`src/rtl/tpu_pkg.sv`:
```
package tpu_pkg;

  typedef enum logic [1:0] {
    PROTO_PAR   = 2'b00,
    PROTO_MANCH = 2'b01,
    PROTO_NRZ   = 2'b10
  } proto_e;

  localparam int unsigned PINS      = 4;
  localparam int unsigned BYTE_W    = 8;
  localparam int unsigned MANCH_SYM = 2 * BYTE_W;
  localparam int unsigned NRZ_SYM   = BYTE_W + 2;

  // Expand a byte into half-bit symbols, LSB first: 1 -> (1,0), 0 -> (0,1)
  function automatic logic [MANCH_SYM-1:0] manch_expand(input logic [BYTE_W-1:0] b);
    logic [MANCH_SYM-1:0] s;
    for (int i = 0; i < BYTE_W; i++) begin
      s[2*i]   = b[i];
      s[2*i+1] = ~b[i];
    end
    return s;
  endfunction

endpackage

```
`src/rtl/tpu_regs.sv`:
```
module tpu_regs
  import tpu_pkg::*;
#(
  parameter int unsigned ADDR_W  = 12,
  parameter int unsigned DATA_W  = 32,
  parameter int unsigned PRE_W   = 12,
  parameter int unsigned PRE_RST = 16
) (
  input  logic              clk,
  input  logic              rst_n,
  input  logic              trc_en,
  input  logic              psel,
  input  logic              penable,
  input  logic              pwrite,
  input  logic [ADDR_W-1:0] paddr,
  input  logic [DATA_W-1:0] pwdata,
  output logic [DATA_W-1:0] prdata,
  output proto_e            proto,
  output logic [1:0]        wcode,
  output logic [PRE_W-1:0]  prescale
);

  localparam logic [ADDR_W-1:0] A_SIZE  = ADDR_W'(12'h004);
  localparam logic [ADDR_W-1:0] A_PROTO = ADDR_W'(12'h0F0);
  localparam logic [ADDR_W-1:0] A_PRE   = ADDR_W'(12'h010);

  logic [3:0]       size_q;
  proto_e           proto_q;
  logic [PRE_W-1:0] pre_q;
  logic             wr;
  logic             size_ok, proto_ok, pre_ok;

  assign wr = psel && penable && pwrite && trc_en;

  assign size_ok  = (pwdata[DATA_W-1:4] == '0) && ($countones(pwdata[3:0]) == 1) && !pwdata[2];
  assign proto_ok = (pwdata[DATA_W-1:2] == '0) && (pwdata[1:0] != 2'b11);
  assign pre_ok   = (pwdata[DATA_W-1:PRE_W] == '0);

  always_ff @(posedge clk or negedge rst_n) begin
    if (!rst_n) begin
      size_q  <= 4'b0001;
      proto_q <= PROTO_MANCH;
      pre_q   <= PRE_W'(PRE_RST);
    end else if (wr) begin
      if (paddr == A_SIZE && size_ok)   size_q  <= pwdata[3:0];
      if (paddr == A_PROTO && proto_ok) proto_q <= proto_e'(pwdata[1:0]);
      if (paddr == A_PRE && pre_ok)     pre_q   <= pwdata[PRE_W-1:0];
    end
  end

  always_comb begin
    prdata = '0;
    if (psel && trc_en) begin
      unique case (paddr)
        A_SIZE:  prdata = DATA_W'(size_q);
        A_PROTO: prdata = DATA_W'(proto_q);
        A_PRE:   prdata = DATA_W'(pre_q);
        default: prdata = '0;
      endcase
    end
  end

  // width code: 0 -> 1 pin, 1 -> 2 pins, 2 -> 4 pins
  always_comb begin
    if (size_q[3])      wcode = 2'd2;
    else if (size_q[1]) wcode = 2'd1;
    else                wcode = 2'd0;
  end

  assign proto    = proto_q;
  assign prescale = pre_q;

  p_size_onehot_r2: assert property (@(posedge clk) disable iff (!rst_n)
    $onehot(size_q) && !size_q[2]);
  p_proto_legal_r1: assert property (@(posedge clk) disable iff (!rst_n)
    proto_q != 2'b11);
  p_locked_r6: assert property (@(posedge clk) disable iff (!rst_n)
    !trc_en |=> $stable(size_q) && $stable(proto_q) && $stable(pre_q));

endmodule

```
`src/rtl/tpu_par_tx.sv`:
```
module tpu_par_tx
  import tpu_pkg::*;
(
  input  logic            clk,
  input  logic            rst_n,
  input  logic            start,
  input  logic [7:0]      data,
  input  logic [1:0]      wcode,
  input  logic            clk_run,
  output logic [PINS-1:0] pins,
  output logic            fclk,
  output logic            busy
);

  logic [7:0]      sh_q;
  logic [1:0]      wc_q;
  logic [2:0]      left_q;
  logic [PINS-1:0] pins_q;
  logic            busy_q;
  logic            fclk_q;

  function automatic logic [PINS-1:0] chunk(input logic [7:0] v, input logic [1:0] wc);
    logic [PINS-1:0] r;
    unique case (wc)
      2'd2:    r = v[3:0];
      2'd1:    r = {2'b00, v[1:0]};
      default: r = {3'b000, v[0]};
    endcase
    return r;
  endfunction

  function automatic logic [7:0] shift_out(input logic [7:0] v, input logic [1:0] wc);
    return v >> (1 << wc);
  endfunction

  always_ff @(posedge clk or negedge rst_n) begin
    if (!rst_n) begin
      sh_q   <= '0;
      wc_q   <= '0;
      left_q <= '0;
      pins_q <= '0;
      busy_q <= 1'b0;
    end else if (start) begin
      pins_q <= chunk(data, wcode);
      sh_q   <= shift_out(data, wcode);
      wc_q   <= wcode;
      left_q <= 3'((8 >> wcode) - 1);
      busy_q <= 1'b1;
    end else if (busy_q) begin
      pins_q <= chunk(sh_q, wc_q);
      sh_q   <= shift_out(sh_q, wc_q);
      left_q <= left_q - 3'd1;
      if (left_q == 3'd1) busy_q <= 1'b0;
    end else begin
      pins_q <= '0;
    end
  end

  always_ff @(posedge clk or negedge rst_n) begin
    if (!rst_n)                  fclk_q <= 1'b0;
    else if (clk_run || busy_q)  fclk_q <= ~fclk_q;
  end

  assign pins = pins_q;
  assign fclk = fclk_q;
  assign busy = busy_q;

  p_fclk_toggle_r3: assert property (@(posedge clk) disable iff (!rst_n)
    busy_q |=> fclk_q != $past(fclk_q));
  p_pins_rest_r10: assert property (@(posedge clk) disable iff (!rst_n)
    (!busy_q && !start) |=> pins_q == '0);

endmodule

```
`src/rtl/tpu_ser_tx.sv`:
```
module tpu_ser_tx
  import tpu_pkg::*;
#(
  parameter int unsigned PRE_W = 12
) (
  input  logic             clk,
  input  logic             rst_n,
  input  logic             start,
  input  logic             manch,
  input  logic [7:0]       data,
  input  logic [PRE_W-1:0] prescale,
  input  logic             idle_hi,
  output logic             ser,
  output logic             busy
);

  localparam int unsigned CNT_W = $clog2(MANCH_SYM + 1);

  logic [MANCH_SYM-1:0] pat_q;
  logic [CNT_W-1:0]     left_q;
  logic [PRE_W-1:0]     tmr_q, len_q;
  logic [PRE_W-1:0]     len_full, len_half, len_sel;
  logic [MANCH_SYM-1:0] pat_new;
  logic                 ser_q, busy_q;

  assign len_full = (prescale == '0) ? PRE_W'(1) : prescale;
  assign len_half = ((prescale >> 1) == '0) ? PRE_W'(1) : (prescale >> 1);
  assign len_sel  = manch ? len_half : len_full;
  assign pat_new  = manch ? manch_expand(data)
                          : MANCH_SYM'({1'b1, data, 1'b0});

  always_ff @(posedge clk or negedge rst_n) begin
    if (!rst_n) begin
      pat_q  <= '0;
      left_q <= '0;
      tmr_q  <= '0;
      len_q  <= '0;
      ser_q  <= 1'b0;
      busy_q <= 1'b0;
    end else if (start) begin
      ser_q  <= pat_new[0];
      pat_q  <= pat_new >> 1;
      left_q <= manch ? CNT_W'(MANCH_SYM) : CNT_W'(NRZ_SYM);
      len_q  <= len_sel;
      tmr_q  <= len_sel - PRE_W'(1);
      busy_q <= 1'b1;
    end else if (busy_q) begin
      if (tmr_q != '0) begin
        tmr_q <= tmr_q - PRE_W'(1);
      end else if (left_q == CNT_W'(1)) begin
        busy_q <= 1'b0;
        ser_q  <= idle_hi;
      end else begin
        ser_q  <= pat_q[0];
        pat_q  <= pat_q >> 1;
        left_q <= left_q - CNT_W'(1);
        tmr_q  <= len_q - PRE_W'(1);
      end
    end else begin
      ser_q <= idle_hi;
    end
  end

  assign ser  = ser_q;
  assign busy = busy_q;

  p_sym_hold_r7: assert property (@(posedge clk) disable iff (!rst_n)
    (busy_q && !start && tmr_q != '0) |=> $stable(ser_q));
  p_len_stable_r4: assert property (@(posedge clk) disable iff (!rst_n)
    (busy_q && !start) |=> $stable(len_q));

endmodule

```
`src/rtl/trace_port_unit.sv`:
```
module trace_port_unit
  import tpu_pkg::*;
(
  input  logic        clk,
  input  logic        rst_n,
  input  logic        trc_en,
  input  logic        psel,
  input  logic        penable,
  input  logic        pwrite,
  input  logic [11:0] paddr,
  input  logic [31:0] pwdata,
  output logic [31:0] prdata,
  input  logic        in_valid,
  input  logic [7:0]  in_data,
  output logic        in_ready,
  output logic [3:0]  par_data,
  output logic        par_clk,
  output logic        ser_out
);

  localparam int unsigned PRE_W = 12;

  proto_e           proto;
  logic [1:0]       wcode;
  logic [PRE_W-1:0] prescale;
  logic             take, par_start, ser_start;
  logic             par_busy, ser_busy;

  tpu_regs #(
    .ADDR_W(12), .DATA_W(32), .PRE_W(PRE_W), .PRE_RST(16)
  ) u_regs (
    .clk(clk), .rst_n(rst_n), .trc_en(trc_en),
    .psel(psel), .penable(penable), .pwrite(pwrite),
    .paddr(paddr), .pwdata(pwdata), .prdata(prdata),
    .proto(proto), .wcode(wcode), .prescale(prescale)
  );

  assign in_ready  = !par_busy && !ser_busy;
  assign take      = in_valid && in_ready;
  assign par_start = take && (proto == PROTO_PAR);
  assign ser_start = take && (proto != PROTO_PAR);

  tpu_par_tx u_par (
    .clk(clk), .rst_n(rst_n), .start(par_start), .data(in_data),
    .wcode(wcode), .clk_run(proto == PROTO_PAR),
    .pins(par_data), .fclk(par_clk), .busy(par_busy)
  );

  tpu_ser_tx #(.PRE_W(PRE_W)) u_ser (
    .clk(clk), .rst_n(rst_n), .start(ser_start),
    .manch(proto == PROTO_MANCH), .data(in_data),
    .prescale(prescale), .idle_hi(proto == PROTO_NRZ),
    .ser(ser_out), .busy(ser_busy)
  );

  p_take_blocks_r9: assert property (@(posedge clk) disable iff (!rst_n)
    take |=> !in_ready);
  p_one_engine_r10: assert property (@(posedge clk) disable iff (!rst_n)
    !(par_busy && ser_busy));

endmodule

```
`config.mk`:
```
export PLATFORM = sky130hd
export DESIGN_NAME = trace_port_unit
export DESIGN_NICKNAME = d
export VERILOG_FILES = /design/src/rtl/tpu_pkg.sv /design/src/rtl/tpu_regs.sv /design/src/rtl/tpu_par_tx.sv /design/src/rtl/tpu_ser_tx.sv /design/src/rtl/trace_port_unit.sv
export SDC_FILE = /design/constraint.sdc
export NUM_CORES = 1
export LEC_CHECK = 0
export ABC_AREA = 1
export ABC_CLOCK_PERIOD_IN_PS = 2450
export BUFFER_PORTS_ARGS = -buffer_cell sky130_fd_sc_hd__buf_2
export CAP_MARGIN = 20
export CORE_MARGIN = 1.5
export CORE_UTILIZATION = 50
export DETAILED_ROUTE_END_ITERATION = 10
export GPL_ROUTABILITY_DRIVEN = 1
export PLACE_DENSITY = 0.7
export REMOVE_ABC_BUFFERS = 1
export SETUP_SLACK_MARGIN = 0.05
export SLEW_MARGIN = 10
export SYNTH_ARGS = -nofsm -noshare
export SYNTH_HDL_FRONTEND = slang
export SYNTH_HIERARCHICAL = 1
export SYNTH_SLANG_ARGS = --single-unit
```
`constraint.sdc`:
```
create_clock -name clk -period 2.45 [get_ports clk]
set_clock_uncertainty 0.2 [all_clocks]
set_input_delay 0.245 -clock clk [delete_from_list [all_inputs] [get_ports clk]]
set_output_delay 0.245 -clock clk [all_outputs]
set_load 0.02 [all_outputs]
```
# Yosys cells after proc, flatten, opt, wreduce, memory -nomap -nowiden
# Cells that the tools add are included.
[totals]
reg_bits = 84
inputBits = 59
output_inout_bits = 39
elab_cells = 128
[classes]
addsub = 9
n_eq_ne = 17
n_shift = 5
mux = 40
bitwise = 9
n_reduce_logical = 33
[ops]
columns = ["operator", "count"]
rows = [
  ["2-to-1 mux 16 bit", 5],
  ["2-to-1 mux 12 bit", 6],
  ["<< shifter 1 x 2 -> 32 bit, first input constant", 2],
  ["right shift 8 x 32 -> 8 bit", 2],
  ["one-hot mux 12 bit (3 select lines)", 1],
  ["subtractor 12 x 1 -> 12 bit, second input constant", 3],
  ["adder 32 bit", 1],
  ["== test 32 x 2 -> 1 bit, second input constant", 1],
  ["2-to-1 mux 32 bit", 1],
  ["zero test 30 bit", 1],
  ["zero test 28 bit", 1],
  ["2-to-1 mux 5 bit", 5],
  ["zero test 12 bit", 2],
  ["zero test 20 bit", 1],
  ["2-to-1 mux 8 bit", 2],
  ["one-hot mux 4 bit (2 select lines)", 2],
  ["logical AND 1 bit", 14],
  ["== test 12 x 3 -> 1 bit, second input constant", 1],
  ["== test 12 x 5 -> 1 bit, second input constant", 1],
  ["== test 12 x 8 -> 1 bit, second input constant", 1],
  ["2-to-1 mux 1 bit", 12],
  ["nonzero test 12 bit", 1],
  ["2-to-1 mux 11 bit", 1],
  ["NOT 1 bit", 9],
  ["other kinds (21)", 37],
]

# Longest topological paths before layout
# Gate-level depths: netlist of run 1.
[logic_depth]
word_depth = 7
ltp_mapped = 17
depth_no_buf = 15

# By module
# The synthesis of run 1 kept the hierarchy.
[by_module_without_submodules]
columns = ["module", "n_inst", "cells_per_inst", "area_per_inst_um2", "seq_area_each_um2"]
rows = [
  ["tpu_ser_tx", 1, 394, 2832.7, 1151.1],
  ["tpu_regs", 1, 245, 1610.3, 454.2],
  ["tpu_par_tx", 1, 222, 1497.7, 475.5],
  ["trace_port_unit", 1, 10, 57.6, 0.0],
]

# Worst setup path after synthesis of run 1
# Ideal clock, no wire load.
[synth_path]
kind = "flip-flop to flip-flop"
start = "reg u_ser.busy_q (netlist: u_ser/busy)"
end = "reg u_ser.tmr_q[6]"
setup_ps = 121
arrival_ps = 2036
required_time_ps = 2129
setup_slack_ps = 93
path_stages_with_launch = 18
n_path_buf = 2
synth_period_minus_slack_ps = 2357
cell_sequence = "dfrtp_1 nor2_4 nand2_2 nor2_1 buf_4 nand2_4 buf_6 o22ai_1 clkinv_1 nand2_2 inv_2 ha_1 nand2_1 nor2_1 nand2_1 nand2_1 nand3_1 o21ai_1"
[synth_via]
elab_chain_cells = 6
word_cells_on_any_way = 8
classes_between = "eq/ne (1); mux (1); reduce/logical (6)"
[synth_lines]
columns = ["element", "line", "text"]
rows = [
  ["from (decl)", "tpu_ser_tx.sv:24", "logic ser_q, busy_q;"],
  ["from (signal assigned)", "tpu_ser_tx.sv:39", "busy_q <= 1'b0;"],
  ["from (signal assigned)", "tpu_ser_tx.sv:46", "busy_q <= 1'b1;"],
  ["from (signal assigned)", "tpu_ser_tx.sv:51", "busy_q <= 1'b0;"],
  ["zero test 1 bit (*)", "trace_port_unit.sv:38", "assign in_ready = !par_busy && !ser_busy;"],
  ["logical AND 1 bit (*)", "trace_port_unit.sv:38", ""],
  ["via in_ready", "trace_port_unit.sv:15", "output logic in_ready,"],
  ["logical AND 1 bit (*)", "trace_port_unit.sv:39", "assign take = in_valid && in_ready;"],
  ["logical AND 1 bit (*)", "trace_port_unit.sv:41", "assign ser_start = take && (proto != PROTO_PAR);"],
  ["via ser_start", "trace_port_unit.sv:26", "logic take, par_start, ser_start;"],
  ["!= test 3 x 2 -> 1 bit (no line) / nonzero test 2 bit (equally long branches)", "-", ""],
  ["AND reduction 2 bit (no line)", "-", ""],
  ["to (signal assigned)", "tpu_ser_tx.sv:45", "tmr_q <= len_sel - PRE_W'(1);"],
  ["to (signal assigned)", "tpu_ser_tx.sv:49", "tmr_q <= tmr_q - PRE_W'(1);"],
  ["to (signal assigned)", "tpu_ser_tx.sv:57", "tmr_q <= len_q - PRE_W'(1);"],
  ["to (decl)", "tpu_ser_tx.sv:21", "logic [PRE_W-1:0] tmr_q, len_q;"],
]
# The timed path passes the listed nets; every way through them passes the cells marked *.
# A chain may end at the register's enable or synchronous reset.

# Worst setup path in the final report of run 1
[layout_path]
start = "reg u_par.busy_q (netlist: u_par/busy)"
end = "reg u_ser.tmr_q[8]"
[layout_via]
elab_chain_cells = 6
word_cells_on_any_way = 8
classes_between = "eq/ne (1); mux (1); reduce/logical (6)"
[layout_lines]
columns = ["element", "line", "text"]
rows = [
  ["from (decl)", "tpu_par_tx.sv:19", "logic busy_q;"],
  ["from (signal assigned)", "tpu_par_tx.sv:42", "busy_q <= 1'b0;"],
  ["from (signal assigned)", "tpu_par_tx.sv:48", "busy_q <= 1'b1;"],
  ["from (signal assigned)", "tpu_par_tx.sv:53", "if (left_q == 3'd1) busy_q <= 1'b0;"],
  ["zero test 1 bit (*)", "trace_port_unit.sv:38", ""],
  ["logical AND 1 bit (*)", "trace_port_unit.sv:38", ""],
  ["logical AND 1 bit (*)", "trace_port_unit.sv:39", ""],
  ["logical AND 1 bit (*)", "trace_port_unit.sv:41", ""],
  ["via ser_start", "trace_port_unit.sv:26", ""],
  ["!= test 3 x 2 -> 1 bit (no line) / nonzero test 2 bit (equally long branches)", "-", ""],
  ["AND reduction 2 bit (no line)", "-", ""],
]
# Marks and branches as above.

==> results.txt, run 1 <==
The run finished, with violations left. The final reports fail on DRC. The maximum clock frequency came out at 427 MHz. Leaving out fill and tap cells, the most frequent cells in the layout are nand2_1 (242), inv_1 (106), nand3_1 (94).

The share of the clock period used by the worst path after layout works out to 95.6%. The wire-length estimate of the detail-placed layout is 10.9 mm. After synthesis the netlist holds a flip-flop and latch count of 83. Number of buffers created by CTS: 9. CTS placed an instance of clkbuf_16 at the clock tree root.

The tools report the number of setup violations in the final report as 0. The critical path in this run is classified as flip-flop to flip-flop. For this run, the leading register cell type out of synthesis is dfrtp_1. The type of element capturing the critical path was a flip-flop.

Biggest cell delay along the critical path: 0.42 ns. Of all cell types, the one taking the most synthesized area is dfrtp_1. In the final routed layout, each cell accounts on average for 13.1 um. The distinct cell type count of the synthesized netlist is 43. The tool flagged a number of max-cap violations equal to 0. After detailed routing, the number of vias per cell comes to 5.05.

Subtracting the final worst setup slack from the clock period gives 2.34 ns. The top cell type by area accounts for 33.4% of the synthesized area. The logs give 1072 for the number of nets in the finished design and 0 ns for the summed negative setup slack over all endpoints. In this run the remaining antenna-violating nets after routing total 0. For the design area, the log shows 7270 um2. The post-CTS clock slew at the launch and capture registers of the worst setup and hold paths was 0.06 ns. In the synthesized netlist the async set-or-reset flop fraction comes to 100%.

For this run, the total global-route usage over all layers was measured as 24.0%. The congestion estimate from routability-driven global placement came to 0.900. The most repeated library cell on the critical path was nor2_4.

Dividing total power by cell area gives a power density of 425 nW/um2. For the total wire length, the log shows 14.9 mm. The run gives 24.4 mm as the first-pass GRT wire length. The run gives 3 as the H-tree level count. The count of routing violations after the opening detailed-route iteration is 469, and the mean cell area of the mapped netlist is 6.89 um2. Sorting the synthesized cells by area gives the leading types as dfrtp_1 (33%), nand2_1 (16%), nand3_1 (7.8%), inv_1 (6.6%), nor2_1 (6.3%). The largest fanout on the critical path is 6. Cells fill 62.8% of the core in the end. The worst-case clock buffer depth came out at 2. The remaining routing DRC violations was 2. For this configuration, the core starts out at a cell density of 51.9%.

Cells with a size suffix above 1 make up 23.2% of the layout. Summing all placed instances gives a cell area of 6510 um2. The number of clock sinks was 83. The tools report the total power draw as 3.08 mW. The share of the Yosys chip area taken by registers is 34.7%. The floorplan step defined a die boundary enclosing 12700 um2. The critical path goes through nor2_4 > nand2_4 > nor2_4 > buf_6 > buf_12 > nor2_1 > nand3_1 > nand3_2 > nor2_1 > nand2_2 > nor2_4 > nand2_1 > nand3_1 > o21ai_1.

The data required time at the worst endpoint is 2.48 ns. TritonCTS built the clock tree. For the worst-skew pair, the clock arrives at the later sink with an insertion delay of 0.35 ns. From left edge to right edge, the die measures 113 um. At the worst endpoint, the arrival time is 2.37 ns.

STA classifies the critical path startpoint as a flip-flop. The pin count of the biggest net entering global routing was 65; the site row count was 39. The synthesized instance count was 871. The max-slew violation count is 0, and the aggregate global routing overflow is 0. VDD sags by at most 0.000344 V.

Among cell families on the critical path, the largest total delay comes from simple AND/OR/NAND/NOR gates. The detailed router placed 5748 vias in this run. The first detailed-routing pass ran for 11 iterations. The via count of the first global-routing pass was 5207. The area growth from synthesis to layout is 21.2%.

Counting both buffers and inverters, the worst setup path holds a total of 2. In this run the worst hold path is classified as input pin to flip-flop. The tools report the number of antenna violations at the first check in global routing as 0. Number of hold-slack violations in the final timing report: 0.

Input and output buffers added on the ports amount to 77. The run gives 98 as the count of boundary I/O pins. Yosys printed 6 warnings. The run gives 3.79 nW as the leakage component of the power. 0 antenna diodes ended up in the layout.

On the critical path, the stage with the largest delay is an instance of dfrtp_1. After synthesis the cells add up to 6000 um2. Yosys mapped a number of flops with a built-in enable equal to 0.

In this run the vertical extent of the chip is 113 um. For the placeable core area, the log shows 11600 um2. The most common library cell in the layout ignoring fill and taps is nand2_1.
-- state kept, by name (all words and copies together) (netlist names) --
register         count
u_regs/size_q        4
u_ser/tmr_q         12
u_ser/left_q         5
u_par/left_q         3
u_regs/prescale     12
u_regs/proto         2
u_par/sh_q           8
u_par/pins           4
u_par/busy           1
u_ser/len_q         12
u_par/fclk           1
u_ser/busy           1
u_ser/ser            1
u_par/wc_q           2
u_ser/pat_q         15
-- area by class of cell --
cell class                 count  area (um2)
timing repair buffer         129         850
clock buffer                  12         256
inverter                     128         485
multi-input combinational    639        3340
tap                          143         179
clock inverter                 4        72.6
fill                        1062        4300
sequential                    83        2080
-- final timing paths --
path                                  start                 end  slack [ns]  cells after the start
max reg2reg                      u_par/busy      u_ser/tmr_q[8]        0.11                     14
max                              u_par/busy      u_ser/tmr_q[8]        0.11                     14
min                               pwdata[2]  u_regs/prescale[2]       0.002                      3
max in group asynchronous             rst_n     u_regs/proto[0]        1.25                      3
min in group asynchronous             rst_n      u_ser/tmr_q[4]        0.12                      2
min reg2reg                u_regs/size_q[0]    u_regs/size_q[0]        0.27                      2
-- synthesized netlist by cell type, types with 2 or more instances --
| cell | instances |
|---|---|
| nand3_2 | 3 |
| o22ai_1 | 21 |
| nor2_1 | 100 |
| nand2_4 | 8 |
| o21ai_0 | 33 |
| dfstp_2 | 3 |
| nor2_2 | 16 |
| nand2_2 | 11 |
| buf_2 | 8 |
| o21ai_1 | 10 |
| clkinv_1 | 5 |
| nor2_4 | 5 |
| a21oi_1 | 13 |
| inv_2 | 16 |
| ha_1 | 22 |
| nor2_8 | 3 |
| buf_6 | 9 |
| nand3_1 | 94 |
| buf_4 | 23 |
| nand2_1 | 249 |
| o211ai_1 | 2 |
| xnor2_1 | 3 |
| dfrtp_1 | 80 |
| inv_1 | 106 |
| a31oi_1 | 10 |
-- through the flow --
| step | hold WS, ns | setup WS [ns] | std cells |
|---|---|---|---|
| after floorplan | -0.251 | -0.953 | 849 |
| after global placement | -0.0525 | 0.0577 | 1093 |
| after detailed placement | -0.0489 | 0.00710 | 1093 |
| after CTS | 0.00194 | 0.0841 | 1123 |
| after global routing | 0.0216 | -0.0362 | 1138 |
| final | 0.00231 | 0.107 | 1138 |
-- report_power, final --
group	leakage, nW	internal [mW]	total, mW	switching [mW]
Sequential	1.03	1.37	1.37	0.000000000295
Clock	0.159	0.947	1.51	0.560
Combinational	2.60	0.0770	0.207	0.130
-- layer usage --
layer / vias to the layer above / GRT usage [%] / share of wire [%]
li1: 2935 / - / -
met1: 2631 / 31.9 / 45
met2: 160 / 40.1 / 48
met3: 22 / 2.92 / 4.5
met4: 0 / 9.45 / 2.1
met5: - / 0 / 0
-- what timing repair did --
item,CTS,global route
endpoints found under the setup margin,1,12
gates resized for setup,1,43
pin swaps,0,24
endpoints found under the hold margin,96,0
gates cloned,0,1
buffers inserted,0,14
hold buffers,14,0
-- worst reg2reg max path, cell delays in order (launching register included) --
cell     delay, ns
dfrtp_1       0.42
nor2_4        0.16
nand2_4       0.07
nor2_4        0.28
buf_6         0.16
buf_12        0.09
nor2_1        0.04
nand3_1       0.08
nand3_2       0.10
nor2_1        0.19
nand2_2       0.11
nor2_4        0.11
nand2_1       0.07
nand3_1       0.08
o21ai_1       0.06
-- kinds of logic (layout without fill, tap and decap cells) --
group,after synthesis,after routing,share of synthesized area (%)
flops,83,83,34.7
compound gates,98,98,9.53
other cells,1,20,0.0625
fa+ha+maj,23,23,4.92
xor+xnor,3,3,0.438
buf+inv,169,273,13.3
simple gates,494,495,37.0
(Power assumes the default switching activity.)
==> inputs of run 2 (changes only) <==
Settings changed: ABC_AREA 1 to not set, MAX_ROUTING_LAYER set to met4, PLACE_DENSITY 0.7 to 0.71, SKIP_LAST_GASP set to 1.
==> run 2 against run 1 <==
  * The run ends with setup timing left
  * Sequential share of layout area rose by 0.74 points
  * Global-route usage rose by 1.2 points
  * Critical path depth fell by 5
  * Setup slack got worse by 0.24 ns
  * Cell count fell by 24%
  * Die area fell by 7.5%
  * Critical path type unchanged
==> results.txt, run 2 <==
The critical path is of the flip-flop to flip-flop type. The vias per cell is 5.63, and the remaining max-slew budget at the tightest pin is 65.8%. The cell area after synthesis was 5540 um2; the share of the synthesized area in the top cell type was 36.2%. Setup violations remaining at the end of the flow were counted as 8. For this run the aggregate overflow at the end of global routing stands at 0. After synthesis, the cell types taking the most area are dfrtp_1 (36%), mux2i_1 (6.5%), ha_1 (5.0%), mux2_2 (4.5%), nor2_1 (3.9%). The placeable core area came out at 10800 um2. Global routing used 25.2% of the available tracks. The count of boundary I/O pins was 98.

Setup repair after global routing could not meet its margin everywhere. Once layout is complete, the cells apart from fillers number 861. TritonCTS built the clock tree.

The logs give 4673 for the via count of the first global-routing pass and 363 for the count of routing violations after the opening detailed-route iteration. After synthesis the netlist holds a flip-flop and latch count of 83. Counting every instance in the synthesized netlist gives 565.

For this block, the routed nets add up to 13.9 mm of wire. The max-slew violation count is 0, and the weighted congestion reported at the end of routability-driven placement is 0.932. The H-tree level count is 3.

Dividing the detail-routed wire length by the instance count gives 16.2 um. The netlist uses 82 different library cells. The dominant cell type by area after synthesis was dfrtp_1. The detailed-router iteration count before antenna repair was 5. The tools report the remaining routing DRC violations as 0. The floorplan step defined a die boundary enclosing 11700 um2.

Nature of the critical path startpoint: a flip-flop. No sink is reached through more buffers than the 2 on the longest clock path. A synthesized cell averages 9.80 um2. The register with the most flip-flops in the layout has 15 of them. The post-synthesis sequential area ratio is 37.6%. More flip-flops sit in one register than any other, and that register is u_ser/pat_q. The largest fanout on the critical path was 6; the effective utilization at floorplan was 51.1%. The logs give 4.03 mW for the total power draw and 798 for the number of nets in the finished design. The pin count of the biggest net entering global routing was 37; the pin slew with the least headroom to its limit was 0.509 ns. For the instance count after placement with tap cells included, the log shows 822.

The tools report the maximum clock frequency as 387 MHz. The library cell used most frequently in the layout, excluding fill and tap cells, is dfrtp_1. Counting the fill cells in the layout gives 886. The worst path needs 2.58 ns of the cycle, external delays included.

Final hold analysis gives a worst-case slack of 0.0390 ns. The number of hold-slack violations in the final timing report is 0. The run gives 0.37 ns as the clock latency of the later-clocked register in the worst-skew pair.

The dominant cell by count in the synthesized netlist was dfrtp_1. The first global-routing pass estimated 22.5 mm of wire. For this design the static power due to leakage is 3.18 nW. The run gives -0.792 ns as the summed negative setup slack over all endpoints. Across all layers, the routed design uses 4850 vias. Layout overhead on the synthesized area: 28.0%. The post-route netlist has 35.4% of its cells at a drive strength greater than 1. During placement, the flow inserted port buffers numbering 77.

The leading register cell type out of synthesis is dfrtp_1. The clock net in this run drives a total of 83 sinks. Cells fill 65.4% of the core in the end. The chip height is 108 um. The number of enable flip-flop cells after synthesis was 0; the data required time at the worst endpoint was 2.52 ns. In this run the core area contains 38 standard-cell rows.

Detailed placement ended at an HPWL of 9.86 mm. In this run the worst hold path is classified as input pin to flip-flop. For this run, the number of Yosys warnings is 6. The tools report the count of antenna-violating nets left after detailed routing as 0.

The final reports fail on setup timing. Final worst-path setup slack: -0.133 ns. The floorplan step set the die width to 108 um. In the synthesized netlist the async set-or-reset flop fraction comes to 100%. The run gives 0 as the count of antenna diodes in the layout. The flow ran to the end, but the final reports show violations. The tool flagged a number of max-cap violations equal to 0. The share of the clock period used by the worst path after layout works out to 105%.

At the worst endpoint, the arrival time is 2.65 ns. The number of antenna violations at the first check in global routing was 0. In this run the power density over the cells is 569 nW/um2. The tree is rooted in a clkbuf_8. The commonest cells after synthesis are dfrtp_1 (80), nor2_1 (58), mux2i_1 (36). Leaving out fill and tap cells, the most frequent cells in the layout are dfrtp_1 (79), buf_2 (72), buf_4 (65).

The maximum vdd drop is 0.000593 V, and the post-CTS clock slew at the launch and capture registers of the worst setup and hold paths is 0.09 ns. The type of element capturing the critical path was a flip-flop. For the number of buffers created by CTS, the log shows 9.
==> run 2: cell types whose count changed after synthesis, sizes merged, moves of 23 or more <==
| cell | delta |
|---|---|
| mux2i | +36 |
| nand2 | -235 |
| inv | -101 |
| mux2 | +27 |
| o21ai | -23 |
| a21oi | +25 |
| nor2 | -66 |
| nand3 | -84 |
==> run 2: worst paths after layout <==
check,from,slack (ns),cells after the start,endpoint
min in group asynchronous,rst_n,0.15,2,u_ser/left_q[3]
hold reg to reg,u_par/fclk,0.29,1,u_par/fclk
setup reg to reg,u_par/busy,-0.13,9,u_ser/tmr_q[8]
setup / recovery,u_par/busy,-0.13,9,u_ser/tmr_q[8]
hold / removal,pwdata[0],0.04,3,u_regs/size_q[0]
max in group asynchronous,rst_n,1.26,3,u_ser/pat_q[5]
==> run 2: kinds of logic after synthesis <==
family	synth area share, %
adder cells (fa/ha/maj)	5.33
other	0.0677
buffers and inverters	6.98
flip-flops	37.6
AND/OR/NAND/NOR	19.8
multiplexers	13.3
AO/OA/AOI/OAI	15.1
XOR/XNOR	1.90
==> run 2: layer usage <==
metal  track usage (%)  part of all wire (%)
met1              31.3                    43
met2              41.7                    51
met3              4.22                   4.3
met4              8.55                   1.4
met5                 -                     0
==> run 2: metrics by stage <==
step	instance area, um2	setup WS, ns
2_1_floorplan	5300	-2.79
3_3_place_gp	6440	-0.307
3_5_place_dp	6440	-0.398
4_1_cts	6940	-0.143
5_1_grt	7090	-0.243
6_report	7090	-0.133
==> run 2: where the power goes <==
group / switching (mW) / internal (mW)
combinational: 0.624 / 0.628
sequential: 0.216 / 1.55
clock: 0.512 / 0.498
total: 1.35 / 2.68
==> run 2: repair_timing <==
item,4_1_cts,5_1_grt
gates resized for setup,24,27
setup buffers,3,3
endpoints found under the setup margin,30,38
hold endpoints to repair,82,0
hold buffers,18,0
pin swaps,16,8
==> run 2: critical path, cell delays in order (launching register included) <==
cell,delay (ns)
dfrtp_1,0.39
or3b_4,0.42
nor2_4,0.15
and4b_4,0.26
buf_6,0.15
a21oi_4,0.19
buf_6,0.13
nand2_4,0.06
o31a_1,0.29
o31ai_2,0.25
==> run 2: area by class of cell <==
type,count,area [um2],area share (%)
tap,140,175,2.47
multi-input combinational,434,3350,47.3
clock inverter,4,50.0,0.706
sequential,83,2080,29.4
clock buffer,12,145,2.05
inverter,21,78.8,1.11
timing repair buffer,167,1210,17.0
